File: config.mk
export PLATFORM = sky130hd
export DESIGN_NAME = vref_calib
export DESIGN_NICKNAME = d
export VERILOG_FILES = /design/src/rtl/vref_calib_pkg.sv /design/src/rtl/vref_pred_table.sv /design/src/rtl/vref_probe_port.sv /design/src/rtl/vref_search_fsm.sv /design/src/rtl/vref_calib.sv
export SDC_FILE = /design/constraint.sdc
export NUM_CORES = 1
export LEC_CHECK = 0
export ABC_AREA = 1
export BUFFER_PORTS_ARGS = -buffer_cell sky130_fd_sc_hd__buf_4
export CELL_PAD_IN_SITES_DETAIL_PLACEMENT = 1
export CELL_PAD_IN_SITES_GLOBAL_PLACEMENT = 2
export CORE_ASPECT_RATIO = 0.8
export CORE_UTILIZATION = 36
export DETAILED_ROUTE_END_ITERATION = 10
export PLACE_DENSITY_LB_ADDON = 0.08
export REMOVE_ABC_BUFFERS = 1
export SLEW_MARGIN = 20
export SYNTH_ARGS = -nofsm -noshare
export SYNTH_HDL_FRONTEND = slang
export SYNTH_SLANG_ARGS = --single-unit
File: constraint.sdc
create_clock -name clk -period 3.1 [get_ports clk]
set_input_delay 0 -clock clk [delete_from_list [all_inputs] [get_ports clk]]
set_output_delay 0 -clock clk [all_outputs]
set_load 0.02 [all_outputs]
File: src/rtl/vref_calib_pkg.sv
package vref_calib_pkg;

    // pass-level sequencing states
    typedef enum logic [2:0] {
        S_IDLE,
        S_LOAD,
        S_ISSUE,
        S_WAIT,
        S_PICK,
        S_STORE,
        S_DONE
    } calib_state_e;

    // which probe of the current block is in flight
    typedef enum logic [1:0] {
        PH_CENTER,
        PH_UP,
        PH_DOWN,
        PH_STEP
    } probe_phase_e;

    // probe port handshake states
    typedef enum logic [1:0] {
        P_IDLE,
        P_HOLD,
        P_REQ
    } port_state_e;

endpackage

File: src/rtl/vref_pred_table.sv
module vref_pred_table #(
    parameter int NUM_BLOCKS = 16,
    parameter int BLK_W      = 4,
    parameter int CODE_W     = 6,
    parameter int CODE_INIT  = 32
) (
    input  logic              clk,
    input  logic              rst_n,
    input  logic              we_i,
    input  logic [BLK_W-1:0]  waddr_i,
    input  logic [CODE_W-1:0] wdata_i,
    input  logic [BLK_W-1:0]  raddr_a_i,
    output logic [CODE_W-1:0] rdata_a_o,
    input  logic [BLK_W-1:0]  raddr_b_i,
    output logic [CODE_W-1:0] rdata_b_o
);

    localparam logic [CODE_W-1:0] INIT_VAL = CODE_W'(CODE_INIT);

    logic [CODE_W-1:0] entry_q [NUM_BLOCKS];

    for (genvar g = 0; g < NUM_BLOCKS; g++) begin : g_entry
        always_ff @(posedge clk or negedge rst_n) begin
            if (!rst_n) begin
                entry_q[g] <= INIT_VAL;
            end else if (we_i && (int'(waddr_i) == g)) begin
                entry_q[g] <= wdata_i;
            end
        end
    end

    always_comb begin
        rdata_a_o = INIT_VAL;
        rdata_b_o = INIT_VAL;
        for (int i = 0; i < NUM_BLOCKS; i++) begin
            if (int'(raddr_a_i) == i) rdata_a_o = entry_q[i];
            if (int'(raddr_b_i) == i) rdata_b_o = entry_q[i];
        end
    end

endmodule

File: src/rtl/vref_probe_port.sv
module vref_probe_port
    import vref_calib_pkg::*;
#(
    parameter int BLK_W  = 4,
    parameter int CODE_W = 6,
    parameter int ERR_W  = 10
) (
    input  logic              clk,
    input  logic              rst_n,
    input  logic              start_i,
    input  logic [BLK_W-1:0]  blk_i,
    input  logic [CODE_W-1:0] code_i,
    input  logic              host_busy_i,
    input  logic              ack_i,
    input  logic [ERR_W-1:0]  err_i,
    output logic              req_o,
    output logic [BLK_W-1:0]  blk_o,
    output logic [CODE_W-1:0] code_o,
    output logic              rdy_o,
    output logic [ERR_W-1:0]  err_o
);

    port_state_e       state_q, state_d;
    logic [BLK_W-1:0]  blk_q;
    logic [CODE_W-1:0] code_q;
    logic [ERR_W-1:0]  err_q;
    logic              rdy_q;

    always_ff @(posedge clk or negedge rst_n) begin
        if (!rst_n) state_q <= P_IDLE;
        else        state_q <= state_d;
    end

    always_comb begin
        state_d = state_q;
        unique case (state_q)
            P_IDLE:  if (start_i)      state_d = P_HOLD;
            P_HOLD:  if (!host_busy_i) state_d = P_REQ;
            P_REQ:   if (ack_i)        state_d = P_IDLE;
            default:                   state_d = P_IDLE;
        endcase
    end

    always_ff @(posedge clk or negedge rst_n) begin
        if (!rst_n) begin
            blk_q  <= '0;
            code_q <= '0;
            err_q  <= '0;
            rdy_q  <= 1'b0;
        end else begin
            rdy_q <= 1'b0;
            if (state_q == P_IDLE && start_i) begin
                blk_q  <= blk_i;
                code_q <= code_i;
            end
            if (state_q == P_REQ && ack_i) begin
                err_q <= err_i;
                rdy_q <= 1'b1;
            end
        end
    end

    always_comb begin
        req_o  = (state_q == P_REQ);
        blk_o  = blk_q;
        code_o = code_q;
        rdy_o  = rdy_q;
        err_o  = err_q;
    end

endmodule

File: src/rtl/vref_search_fsm.sv
module vref_search_fsm
    import vref_calib_pkg::*;
#(
    parameter int NUM_BLOCKS = 16,
    parameter int BLK_W      = 4,
    parameter int CODE_W     = 6,
    parameter int ERR_W      = 10,
    parameter int CODE_MIN   = 4,
    parameter int CODE_MAX   = 59
) (
    input  logic              clk,
    input  logic              rst_n,
    input  logic              trig_i,
    output logic [BLK_W-1:0]  blk_o,
    input  logic [CODE_W-1:0] stored_code_i,
    output logic              tbl_we_o,
    output logic [CODE_W-1:0] tbl_code_o,
    output logic              prb_start_o,
    output logic [CODE_W-1:0] prb_code_o,
    input  logic              prb_rdy_i,
    input  logic [ERR_W-1:0]  prb_err_i,
    output logic              busy_o,
    output logic              done_o
);

    localparam logic [CODE_W-1:0] LO   = CODE_W'(CODE_MIN);
    localparam logic [CODE_W-1:0] HI   = CODE_W'(CODE_MAX);
    localparam logic [BLK_W-1:0]  LAST = BLK_W'(NUM_BLOCKS - 1);

    calib_state_e      state_q, state_d;
    probe_phase_e      phase_q;
    logic [BLK_W-1:0]  blk_q;
    logic [CODE_W-1:0] cur_q;
    logic [ERR_W-1:0]  best_q, e_up_q, e_dn_q;
    logic              has_up_q, has_dn_q, dir_up_q;

    logic at_max, at_min, skip, up_ok, dn_ok, go_dn, improve;
    logic [CODE_W-1:0] probe_code;

    always_comb begin
        at_max  = (cur_q >= HI);
        at_min  = (cur_q <= LO);
        up_ok   = has_up_q && (e_up_q < best_q);
        dn_ok   = has_dn_q && (e_dn_q < best_q);
        go_dn   = dn_ok && (!up_ok || (e_dn_q <= e_up_q));
        improve = (prb_err_i < best_q);
        unique case (phase_q)
            PH_CENTER: begin skip = 1'b0;   probe_code = cur_q;          end
            PH_UP:     begin skip = at_max; probe_code = cur_q + 1'b1;   end
            PH_DOWN:   begin skip = at_min; probe_code = cur_q - 1'b1;   end
            PH_STEP: begin
                skip       = dir_up_q ? at_max : at_min;
                probe_code = dir_up_q ? cur_q + 1'b1 : cur_q - 1'b1;
            end
            default:   begin skip = 1'b1;   probe_code = cur_q;          end
        endcase
    end

    // state register
    always_ff @(posedge clk or negedge rst_n) begin
        if (!rst_n) state_q <= S_IDLE;
        else        state_q <= state_d;
    end

    // next-state decision
    always_comb begin
        state_d = state_q;
        unique case (state_q)
            S_IDLE:  if (trig_i) state_d = S_LOAD;
            S_LOAD:  state_d = S_ISSUE;
            S_ISSUE: begin
                if (!skip)                  state_d = S_WAIT;
                else if (phase_q == PH_UP)  state_d = S_ISSUE;
                else if (phase_q == PH_DOWN) state_d = S_PICK;
                else                        state_d = S_STORE;
            end
            S_WAIT: begin
                if (prb_rdy_i) begin
                    unique case (phase_q)
                        PH_CENTER, PH_UP: state_d = S_ISSUE;
                        PH_DOWN:          state_d = S_PICK;
                        default:          state_d = improve ? S_ISSUE : S_STORE;
                    endcase
                end
            end
            S_PICK:  state_d = (go_dn || up_ok) ? S_ISSUE : S_STORE;
            S_STORE: state_d = (blk_q == LAST) ? S_DONE : S_LOAD;
            S_DONE:  state_d = S_IDLE;
            default: state_d = S_IDLE;
        endcase
    end

    // search datapath
    always_ff @(posedge clk or negedge rst_n) begin
        if (!rst_n) begin
            phase_q  <= PH_CENTER;
            blk_q    <= '0;
            cur_q    <= LO;
            best_q   <= '0;
            e_up_q   <= '0;
            e_dn_q   <= '0;
            has_up_q <= 1'b0;
            has_dn_q <= 1'b0;
            dir_up_q <= 1'b0;
        end else begin
            unique case (state_q)
                S_IDLE: if (trig_i) blk_q <= '0;
                S_LOAD: begin
                    if (stored_code_i < LO)      cur_q <= LO;
                    else if (stored_code_i > HI) cur_q <= HI;
                    else                         cur_q <= stored_code_i;
                    phase_q  <= PH_CENTER;
                    has_up_q <= 1'b0;
                    has_dn_q <= 1'b0;
                end
                S_ISSUE: if (skip && phase_q == PH_UP) phase_q <= PH_DOWN;
                S_WAIT: begin
                    if (prb_rdy_i) begin
                        unique case (phase_q)
                            PH_CENTER: begin
                                best_q  <= prb_err_i;
                                phase_q <= PH_UP;
                            end
                            PH_UP: begin
                                e_up_q   <= prb_err_i;
                                has_up_q <= 1'b1;
                                phase_q  <= PH_DOWN;
                            end
                            PH_DOWN: begin
                                e_dn_q   <= prb_err_i;
                                has_dn_q <= 1'b1;
                            end
                            default: begin
                                if (improve) begin
                                    best_q <= prb_err_i;
                                    cur_q  <= dir_up_q ? cur_q + 1'b1 : cur_q - 1'b1;
                                end
                            end
                        endcase
                    end
                end
                S_PICK: begin
                    if (go_dn) begin
                        cur_q    <= cur_q - 1'b1;
                        best_q   <= e_dn_q;
                        dir_up_q <= 1'b0;
                        phase_q  <= PH_STEP;
                    end else if (up_ok) begin
                        cur_q    <= cur_q + 1'b1;
                        best_q   <= e_up_q;
                        dir_up_q <= 1'b1;
                        phase_q  <= PH_STEP;
                    end
                end
                S_STORE: if (blk_q != LAST) blk_q <= blk_q + 1'b1;
                default: ;
            endcase
        end
    end

    // outputs
    always_comb begin
        busy_o      = (state_q != S_IDLE);
        done_o      = (state_q == S_DONE);
        tbl_we_o    = (state_q == S_STORE);
        tbl_code_o  = cur_q;
        blk_o       = blk_q;
        prb_start_o = (state_q == S_ISSUE) && !skip;
        prb_code_o  = probe_code;
    end

endmodule

File: src/rtl/vref_calib.sv
module vref_calib #(
    parameter int NUM_BLOCKS = 16,
    parameter int CODE_W     = 6,
    parameter int ERR_W      = 10,
    parameter int CODE_MIN   = 4,
    parameter int CODE_MAX   = 59,
    parameter int CODE_INIT  = 32,
    localparam int BLK_W     = (NUM_BLOCKS > 1) ? $clog2(NUM_BLOCKS) : 1
) (
    input  logic              clk,
    input  logic              rst_n,
    input  logic              trig_i,
    input  logic              host_busy_i,
    output logic              probe_req_o,
    output logic [BLK_W-1:0]  probe_blk_o,
    output logic [CODE_W-1:0] probe_code_o,
    input  logic              probe_ack_i,
    input  logic [ERR_W-1:0]  probe_err_i,
    input  logic [BLK_W-1:0]  lookup_blk_i,
    output logic [CODE_W-1:0] lookup_code_o,
    output logic              tbl_we_o,
    output logic [BLK_W-1:0]  tbl_blk_o,
    output logic [CODE_W-1:0] tbl_code_o,
    output logic              busy_o,
    output logic              done_o
);

    logic [BLK_W-1:0]  cur_blk;
    logic [CODE_W-1:0] stored_code;
    logic [CODE_W-1:0] wr_code;
    logic              wr_en;
    logic              prb_start;
    logic [CODE_W-1:0] prb_code;
    logic              prb_rdy;
    logic [ERR_W-1:0]  prb_err;

    vref_pred_table #(
        .NUM_BLOCKS (NUM_BLOCKS),
        .BLK_W      (BLK_W),
        .CODE_W     (CODE_W),
        .CODE_INIT  (CODE_INIT)
    ) table_i (
        .clk       (clk),
        .rst_n     (rst_n),
        .we_i      (wr_en),
        .waddr_i   (cur_blk),
        .wdata_i   (wr_code),
        .raddr_a_i (cur_blk),
        .rdata_a_o (stored_code),
        .raddr_b_i (lookup_blk_i),
        .rdata_b_o (lookup_code_o)
    );

    vref_search_fsm #(
        .NUM_BLOCKS (NUM_BLOCKS),
        .BLK_W      (BLK_W),
        .CODE_W     (CODE_W),
        .ERR_W      (ERR_W),
        .CODE_MIN   (CODE_MIN),
        .CODE_MAX   (CODE_MAX)
    ) fsm_i (
        .clk           (clk),
        .rst_n         (rst_n),
        .trig_i        (trig_i),
        .blk_o         (cur_blk),
        .stored_code_i (stored_code),
        .tbl_we_o      (wr_en),
        .tbl_code_o    (wr_code),
        .prb_start_o   (prb_start),
        .prb_code_o    (prb_code),
        .prb_rdy_i     (prb_rdy),
        .prb_err_i     (prb_err),
        .busy_o        (busy_o),
        .done_o        (done_o)
    );

    vref_probe_port #(
        .BLK_W  (BLK_W),
        .CODE_W (CODE_W),
        .ERR_W  (ERR_W)
    ) port_i (
        .clk         (clk),
        .rst_n       (rst_n),
        .start_i     (prb_start),
        .blk_i       (cur_blk),
        .code_i      (prb_code),
        .host_busy_i (host_busy_i),
        .ack_i       (probe_ack_i),
        .err_i       (probe_err_i),
        .req_o       (probe_req_o),
        .blk_o       (probe_blk_o),
        .code_o      (probe_code_o),
        .rdy_o       (prb_rdy),
        .err_o       (prb_err)
    );

    assign tbl_we_o   = wr_en;
    assign tbl_blk_o  = cur_blk;
    assign tbl_code_o = wr_code;

endmodule

# Yosys cells after proc, flatten, opt, wreduce, memory -nomap -nowiden
# Index checks and enable logic that the tools add are counted.
[word_totals]
regBits = 167
in_bits = 19
out_inout_bits = 30
wordCells = 235
[op_classes]
add_sub_neg = 3
order_cmp = 8
eq_ne = 58
mux = 82
n_reduce_logical = 53
[ops]
columns = ["cell", "count"]
rows = [
  ["$mux 6", 40],
  ["$eq 4x4->1 const B", 17],
  ["$mux 10", 4],
  ["$pmux 10 s2", 2],
  ["$eq 4x3->1 const B", 8],
  ["$lt 10x10->1", 3],
  ["$pmux 6 s4", 1],
  ["$logic_and 1x1->1", 23],
  ["$mux 3", 7],
  ["$pmux 3 s6", 1],
  ["$pmux 6 s3", 1],
  ["$reduce_and 3->1", 6],
  ["$eq 4x2->1 const B", 4],
  ["$ne 2x1->1 const B", 8],
  ["$reduce_and 5->1", 3],
  ["$mux 2", 7],
  ["$le 10x10->1", 1],
  ["$eq 3x3->1 const B", 3],
  ["$mux 1", 9],
  ["$ne 3x1->1 const B", 3],
  ["$eq 4x1->1 const B", 2],
  ["$logic_not 4->1", 2],
  ["$mux 4", 2],
  ["$ne 2x2->1 const B", 4],
  ["29 further kinds", 43],
]

# Longest topological paths before layout
# Gate-level depths: netlist of the first run.
[depth]
depth_word = 21
mapped_depth = 24

# By module
# From an unflattened synthesis of the first run, not the netlist that was laid out.
[hier_totals]
hier_cells = 1506
area_unflattened_um2 = 10461.3
[by_module_without_submodules]
columns = ["module", "instances", "cells_each", "area_each_um2"]
rows = [
  ["vref_pred_table", 1, 777, 5286.3],
  ["vref_search_fsm", 1, 627, 4221.5],
  ["vref_probe_port", 1, 102, 953.4],
]

# Least setup slack after synthesis of the first run
# Ideal clock, no wire load.
[synth_timing]
path_kind = "register -> register"
start = "reg fsm_i.cur_q[0], in the netlist fsm_i.tbl_code_o[0]"
end = "reg port_i.code_q[4], in the netlist port_i.code_o[4]"
t_arrival_ns = 2.480
slack_ns = 0.490
path_stages_with_launch = 14
n_path_buf = 3
path_cell_list = "dfrtp_1 > clkbuf_1 > inv_1 > clkbuf_1 > ha_1 > o21ai_0 > o21ai_0 > o211ai_1 > nand2_1 > nor3_1 > inv_1 > clkbuf_1 > nand2_1 > o21ai_0"
[synth_via]
elab_chain_len = 6
[synth_rtl]
columns = ["item", "line", "rtl"]
rows = [
  ["start: declaration", "vref_search_fsm.sv:33", "logic [CODE_W-1:0] cur_q;"],
  ["start signal: assignment", "vref_search_fsm.sv:111", "else cur_q <= stored_code_i;"],
  ["start signal: assignment", "vref_search_fsm.sv:136", "cur_q <= dir_up_q ? cur_q + 1'b1 : cur_q - 1'b1;"],
  ["start signal: assignment", "vref_search_fsm.sv:144", "cur_q <= cur_q - 1'b1;"],
  ["$le 6x3->1 or $ge 6x6->1 (tied branches)", "vref_search_fsm.sv:42, vref_search_fsm.sv:41", ""],
  ["$mux 1", "vref_search_fsm.sv:52", "skip = dir_up_q ? at_max : at_min;"],
  ["$pmux 1 s4", "vref_search_fsm.sv:47", "unique case (phase_q)"],
  ["$logic_not 1->1", "--", ""],
  ["$logic_and 1x1->1", "vref_search_fsm.sv:168", "prb_start_o = (state_q == S_ISSUE) && !skip;"],
  ["$logic_and 1x1->1", "vref_probe_port.sv:52", "if (state_q == P_IDLE && start_i) begin"],
  ["end signal: assignment", "vref_probe_port.sv:54", "code_q <= code_i;"],
  ["end: declaration", "vref_probe_port.sv:25", "logic [CODE_W-1:0] code_q;"],
]
# Several ways; a longest one is shown, not always the timed one.
# A chain may end at the register's enable or synchronous reset.

# Worst setup path after layout of the first run
[layout_timing]
start = "reg table_i.entry_q[95] (netlist name)"
end = "out lookup_code_o[5]"
[layout_via]
elab_chain_len = 16
[layout_rtl]
columns = ["item", "line", "rtl"]
rows = [
  ["start: declaration", "vref_pred_table.sv:20", "logic [CODE_W-1:0] entry_q [NUM_BLOCKS];"],
  ["start signal: indexed assignment", "vref_pred_table.sv:27", "entry_q[g] <= wdata_i;"],
  ["$mux 6 (16 in a row)", "vref_pred_table.sv:37", "if (int'(raddr_b_i) == i) rdata_b_o = entry_q[i];"],
  ["end: declaration", "vref_calib.sv:20", "output logic [CODE_W-1:0] lookup_code_o,"],
]
# Every way passes these cells.

==> impl_metrics.tcl, run 1 <==
set metrics [dict create \
    grt_pass1_wl_um 56030 \
    cts_buffer_depth 2 \
    setup_tns_ns 0 \
    leakage_uw 0.005403 \
    switching_share 0.4513 \
    fin_crit_ns 2.923 \
    track_usage 0.2626 \
    timing.hold.ws_ns 0.1067 \
    skew_ns 0.01170 \
    num_io_pins 49 \
    die_w_um 188.7 \
    drc 0 \
    start_util 0.3669 \
    antenna_cells 0 \
    rows 54 \
    cellInternalPower_uw 5635 \
    vias 9467 \
    post_dp_cell_area_sq_um 10890 \
    comb_power_share 0.464 \
    fmax_mhz 342.2 \
    cts_buffers 17 \
    ys_seq_area_frac 0.4184 \
    drt_wl_total_um 36210 \
    htree_num_levels 4 \
    maxCapViolCount 0 \
    yosysWarningCount 0 \
    cts.reportedPaths.clkPinSlew_ns 0.07 \
    rsz0062_at_grt "false" \
    antenna_left 0 \
    drt_pre_antenna_iters 5 \
    ys_ff_latch 167 \
    place_inst 1762 \
    hpwl_um 26840 \
    power_frac_clock 0.239 \
    finalNetCount 1504 \
    design.core.area_sq_um 27360 \
    critPathMaxFanout 3 \
    min_period_over_period 0.9427 \
    crit_type "flip-flop to output port" \
    dieArea_sq_um 28560 \
    required_ns 3.10 \
    syn2layout_area_growth_pct 17.31 \
    finalMaxSlewViolations 0 \
    cts_tree "done" \
    drive_above_1_share 0.1228 \
    crit_arrival_ns 2.92 \
    finalSetupViolCount 0 \
    synthCells 1368 \
    grt_overflow_total 0 \
    viasPerCell 5.219 \
    grt_max_degree 70 \
    antenna_found_initial 0 \
    synth_flop_cell "dfrtp_1" \
    clkLatencyLatePin_ns 0.45 \
    stdcell_area_sq_um 11780 \
    cts_root_buf "clkbuf_16" \
    syn_avg_cell_area_sq_um 7.339 \
    ys_types 48 \
    detail_route.wl_per_cell_um 19.96 \
    drtIter0Drc 709 \
    status "finished, final reports clean" \
    tightest_slew_ns 0.8391 \
    end_kind "output port" \
    synth_top_area_frac 0.3739 \
    synth_area_leader_cell "dfrtp_1" \
    power_uw 10270 \
    relSlewSlack 0.4262 \
    async_reset_ff_frac 1.000 \
    hp-class "input pin to asynchronous set/reset pin" \
    hold_viol 0 \
    powerDensity_nw_per_um2 872.0 \
    io_buffers 48 \
    switching_power_uw 4634 \
    synth_edf_count 0 \
    die_h_um 151.4 \
    power.share.sequential 0.297 \
    yosys-top-cells-area "dfrtp_1 37%, nand2_1 13%, o21ai_0 8.4%, inv_1 6.5%, ha_1 6.0%" \
    synth_area_sq_um 10040 \
    globalplace.congestion 0.8482 \
    start_kind "flip-flop" \
    cts.sinks 167 \
    vdd.ir_drop.worst_uv 533.0 \
    fin_cells 1814 \
    grt_pass1_vias 9356 \
]
[routing by layer]
metal  global-route usage  vias to the layer above  wire length, um
li1                     -                     4615                -
met1               0.4176                     4689            19820
met2               0.3699                      140            14870
met3              0.03244                       23             1108
met4              0.05887                        0              412
met5                    0                        -                0
[cell families after synthesis]
kind of cell	synth area share
AND/OR/NAND/NOR	0.2445
XOR/XNOR	0.006107
AO/OA/AOI/OAI	0.1802
adder cells (fa/ha/maj)	0.05982
buffers and inverters	0.09098
flip-flops	0.4184
[through the flow]
stage | setup WS (ns) | utilization
floorplan | 0.5007 | -
global placement | 0.1474 | 0.3981
detailed placement | 0.1843 | 0.3981
CTS | 0.04875 | 0.4274
global route | 0.005560 | 0.4304
finish | 0.1775 | 0.4304
[critical path, stage by stage, from the launching register on]
cell and delay [ns]:
dfstp_2 0.51, inv_1 0.07, nand2_1 0.07, o21ai_1 0.09, a211oi_1 0.25, o21ai_1 0.13, a21oi_1 0.14, o21ai_1 0.11
a21oi_2 0.15, o21ai_1 0.13, a21oi_1 0.14, o21ai_0 0.10, a21oi_1 0.15, o2111ai_1 0.14, a21oi_2 0.17, buf_6 0.14
[placed cells by master, fill, tap and decap left out, drive strengths merged, types with 11 or more instances in the layout]
cell         count
nand3           70
dfrtp          150
a21oi           95
buf             84
dlygate4sd3     15
ha              48
nor2           122
o21ai          178
nand4           21
nor3            11
inv            184
clkbuf          21
dfstp           17
nand2          349
[cell type report]
class	count	area [sq um]
fillers	3432	15590
inverters	187	701.9
well taps	364	455.4
flip-flops and latches	167	4202
clock buffers	21	460.4
repair buffers	99	804.5
clock inverters	11	192.7
multi-input cells	965	4961
[state kept, by name, indices dropped and copies added (netlist names)]
| name | cells |
|---|---|
| fsm_i.has_up_q | 1 |
| fsm_i.e_dn_q | 10 |
| fsm_i.phase_q | 2 |
| port_i.code_o | 6 |
| fsm_i.dir_up_q | 1 |
| port_i.state_q | 2 |
| port_i.blk_o | 4 |
| fsm_i.best_q | 10 |
| fsm_i.state_q | 3 |
| fsm_i.blk_o | 4 |
| fsm_i.has_dn_q | 1 |
| fsm_i.e_up_q | 10 |
| fsm_i.tbl_code_o | 6 |
| port_i.err_o | 10 |
| port_i.rdy_o | 1 |
| table_i.entry_q | 96 |
[synth_stat cells (4+ instances only)]
cell and number:
a22oi_1 10, inv_2 8, nand4_1 21, nor3_1 11, nor2_1 116, dfstp_2 17, a211oi_1 4, o21ai_1 6
a21oi_1 92, ha_1 48, nand3_1 64, buf_2 4, nand2_2 9, dfrtp_1 150, nand2_1 340, clkbuf_1 42
xor2_1 5, inv_1 174, nand3_2 6, clkinv_1 5, o211ai_1 10, o21ai_0 168, o221ai_1 5, a31oi_1 5
o2111ai_1 4, o21ai_2 4
[power groups by stage]
stage	sequential, uW	clock, uW	combinational, uW
CTS	3040	2520	4710
finish	3050	2460	4770
global placement	3070	0	4630
floorplan	3090	0	2690
global route	3100	2580	5290
detailed placement	3070	0	4650
[worst paths after layout]
check / cells after the start / to / slack (ns) / startpoint
min in group clk: 4 / port_i.err_o[6] / 0.30 / probe_err_i[6]
max in group asynchronous: 3 / fsm_i.e_up_q[1] / 2.02 / rst_n
hold reg to reg: 2 / table_i.entry_q[68] / 0.49 / table_i.entry_q[68]
setup / recovery: 15 / lookup_code_o[5] / 0.18 / table_i.entry_q[95]
setup reg to reg: 10 / fsm_i.phase_q[1] / 0.21 / fsm_i.phase_q[1]
hold / removal: 2 / fsm_i.e_up_q[4] / 0.11 / rst_n
[repair_timing]
| action | CTS | global route |
|---|---|---|
| resized for setup | 0 | 18 |
| endpoints found under the hold margin | 73 | 0 |
| setup endpoints to repair | 0 | 8 |
| hold buffers | 15 | 0 |
| setup buffers | 0 | 5 |
Note: power is estimated with default switching activity, not from simulation.
==> run 2, diff against run 1 <==
--- a/config.mk
+++ b/config.mk
@@ -10,7 +10,7 @@
 export CELL_PAD_IN_SITES_DETAIL_PLACEMENT = 1
 export CELL_PAD_IN_SITES_GLOBAL_PLACEMENT = 2
 export CORE_ASPECT_RATIO = 0.8
-export CORE_UTILIZATION = 36
+export CORE_UTILIZATION = 33
 export DETAILED_ROUTE_END_ITERATION = 10
 export PLACE_DENSITY_LB_ADDON = 0.08
 export REMOVE_ABC_BUFFERS = 1
==> constraint.sdc (replaced) <==
create_clock -name clk -period 2.5 [get_ports clk]
set_input_delay 0 -clock clk [delete_from_list [all_inputs] [get_ports clk]]
set_output_delay 0 -clock clk [all_outputs]
set_load 0.02 [all_outputs]
==> run 2 against run 1 <==
  * The flow now finishes with violations (setup timing)
  * Non-clock buffer count increased by 127
  * Highest routed layer unchanged
  * Clock skew decreased by 0.00059 ns
  * Sequential cell count stayed put
  * Core utilization rose by 2.1 points
  * Register-to-register slack got worse by 0.37 ns
==> impl_metrics.tcl, run 2 (synthesis results as in run 1) <==
set metrics [dict create \
    status "finished, violations left" \
    violations "setup timing" \
    clkLatencyLatePin_ns 0.45 \
    maxCapViolCount 0 \
    power.share.sequential 0.258 \
    detail_route.wl_per_cell_um 19.66 \
    dieArea_sq_um 31130 \
    antenna_left 0 \
    antenna_found_initial 0 \
    htree_num_levels 4 \
    layout_commonest_cell "nand2_1" \
    num_io_pins 49 \
    track_usage 0.2570 \
    crit_chain "inv_2 > nand2_2 > o21ai_2 > a211oi_2 > o21ai_1 > a21oi_1 > o21ai_1 > a21oi_1 > o21ai_1 > a21oi_1 > o21ai_1 > a21oi_1 > o2111ai_1 > a21oi_1 > buf_4" \
    layout_common_cells "327 x nand2_1, 193 x buf_4, 161 x inv_1" \
    hp-class "input pin to asynchronous set/reset pin" \
    fin_ws_ns -0.2003 \
    relSlewSlack 0.1670 \
    rsz0062_at_grt "true" \
    start_util 0.3387 \
    crit_type "flip-flop to output port" \
    finalNetCount 1632 \
    start_kind "flip-flop" \
    finalMaxSlewViolations 0 \
    vdd.ir_drop.worst_uv 650.1 \
    fmax_mhz 370.3 \
    drtIter0Drc 579 \
    final_util 0.4513 \
    r2r-start "fsm_i.e_up_q[5]" \
    critPathMaxFanout 2 \
    hold_viol 0 \
    grt_overflow_total 0 \
    vias 10030 \
    die_w_um 197.0 \
    tightest_slew_ns 1.248 \
    drive_above_1_share 0.2554 \
    grt_pass1_vias 10130 \
    switching_share 0.4536 \
    slowest_delay_ns 0.53 \
    syn2layout_area_growth_pct 33.23 \
    skew_ns 0.01112 \
    crit_arrival_ns 2.70 \
    cts_buffers 17 \
    globalplace.congestion 0.8820 \
    power_frac_clock 0.191 \
    required_ns 2.50 \
    min_period_over_period 1.080 \
    cts_tree "done" \
    rows 56 \
    cts_buffer_depth 2 \
    fin_crit_ns 2.700 \
    drt_pre_antenna_iters 5 \
    antenna_cells 0 \
    io_buffers 48 \
    regMostFlops "table_i.entry_q" \
    finalSetupViolCount 21 \
    largest_reg_flops 96 \
    leakage_uw 0.006130 \
    grt_pass1_wl_um 59560 \
    cpMaxStageDelayCell "dfstp_2" \
    power_uw 14300 \
    comb_power_share 0.551 \
    cts.sinks 167 \
    grt_max_degree 59 \
    cts.reportedPaths.clkPinSlew_ns 0.07 \
    crit_top_cell "a21oi_1" \
    startpoint "table_i.entry_q[95]" \
    powerDensity_nw_per_um2 1069 \
    cellInternalPower_uw 7813 \
    hpwl_um 29110 \
    end_kind "output port" \
    viasPerCell 5.054 \
    die_h_um 158.0 \
    drt_wl_total_um 39000 \
    drc 0 \
    design.core.area_sq_um 29640 \
    switching_power_uw 6487 \
    cts_root_buf "clkbuf_16" \
]
run 2: layer usage:
metal | routed length [um] | global-route usage
met1 | 20930 | 0.3883
met5 | 0 | 0
met2 | 16190 | 0.3766
met4 | 648 | 0.06645
met3 | 1228 | 0.03984
run 2: critical path: cells and delay by family (launching register included):
family          cells  cell delay, ns
flops               1            0.53
compound gates     12            1.46
simple gates        1            0.06
buf+inv             2            0.20
run 2: power groups by stage:
stage          Sequential (uW)  Clock [uW]  Combinational, uW
2_1_floorplan             3830           0               3330
3_3_place_gp              3690           0               6550
3_5_place_dp              3700           0               6680
4_1_cts                   3660        2780               7130
5_1_grt                   3750        2880               8580
6_report                  3690        2730               7880
run 2: area by class of cell:
class / count / area (sq um)
tap: 406 / 508.0
fill: 3684 / 16260
multi-input combinational: 966 / 5525
sequential: 167 / 4203
timing repair buffer: 226 / 1856
clock inverter: 11 / 123.9
clock buffer: 21 / 450.4
inverter: 187 / 709.4
run 2: final timing paths:
path                       depth (start not counted)  slack [ns]             endpoint
hold / removal                                     2        0.10      fsm_i.best_q[4]
setup / recovery                                  15       -0.20     lookup_code_o[5]
max in group asynchronous                          3        1.57     fsm_i.phase_q[0]
hold reg to reg                                    2        0.49       fsm_i.has_up_q
setup reg to reg                                  18       -0.16  fsm_i.tbl_code_o[2]
min in group clk                                   4        0.30      port_i.err_o[5]
run 2: what timing repair did:
action                                 CTS  global route
setup buffers                           18             9
resized for setup                       83            96
pin swaps                               21            51
hold buffers                            15             0
cloned                                   1             2
setup endpoints to repair               27            39
endpoints found under the hold margin   70             0
run 2: through the flow:
step / setup slack, ns / instance area [sq um] / std cells / hold WS (ns) / setup TNS (ns)
2_1_floorplan: -0.09933 / 9828 / 1319 / -0.2956 / -0.9933
3_3_place_gp: -0.3343 / 11770 / 1910 / 0.04003 / -4.699
5_1_grt: -0.3924 / 13380 / 1984 / 0.1525 / -7.189
4_1_cts: -0.2419 / 12880 / 1975 / 0.1235 / -2.823
3_5_place_dp: -0.3658 / 11770 / 1910 / 0.03852 / -6.179
6_report: -0.2003 / 13380 / 1984 / 0.1049 / -2.441
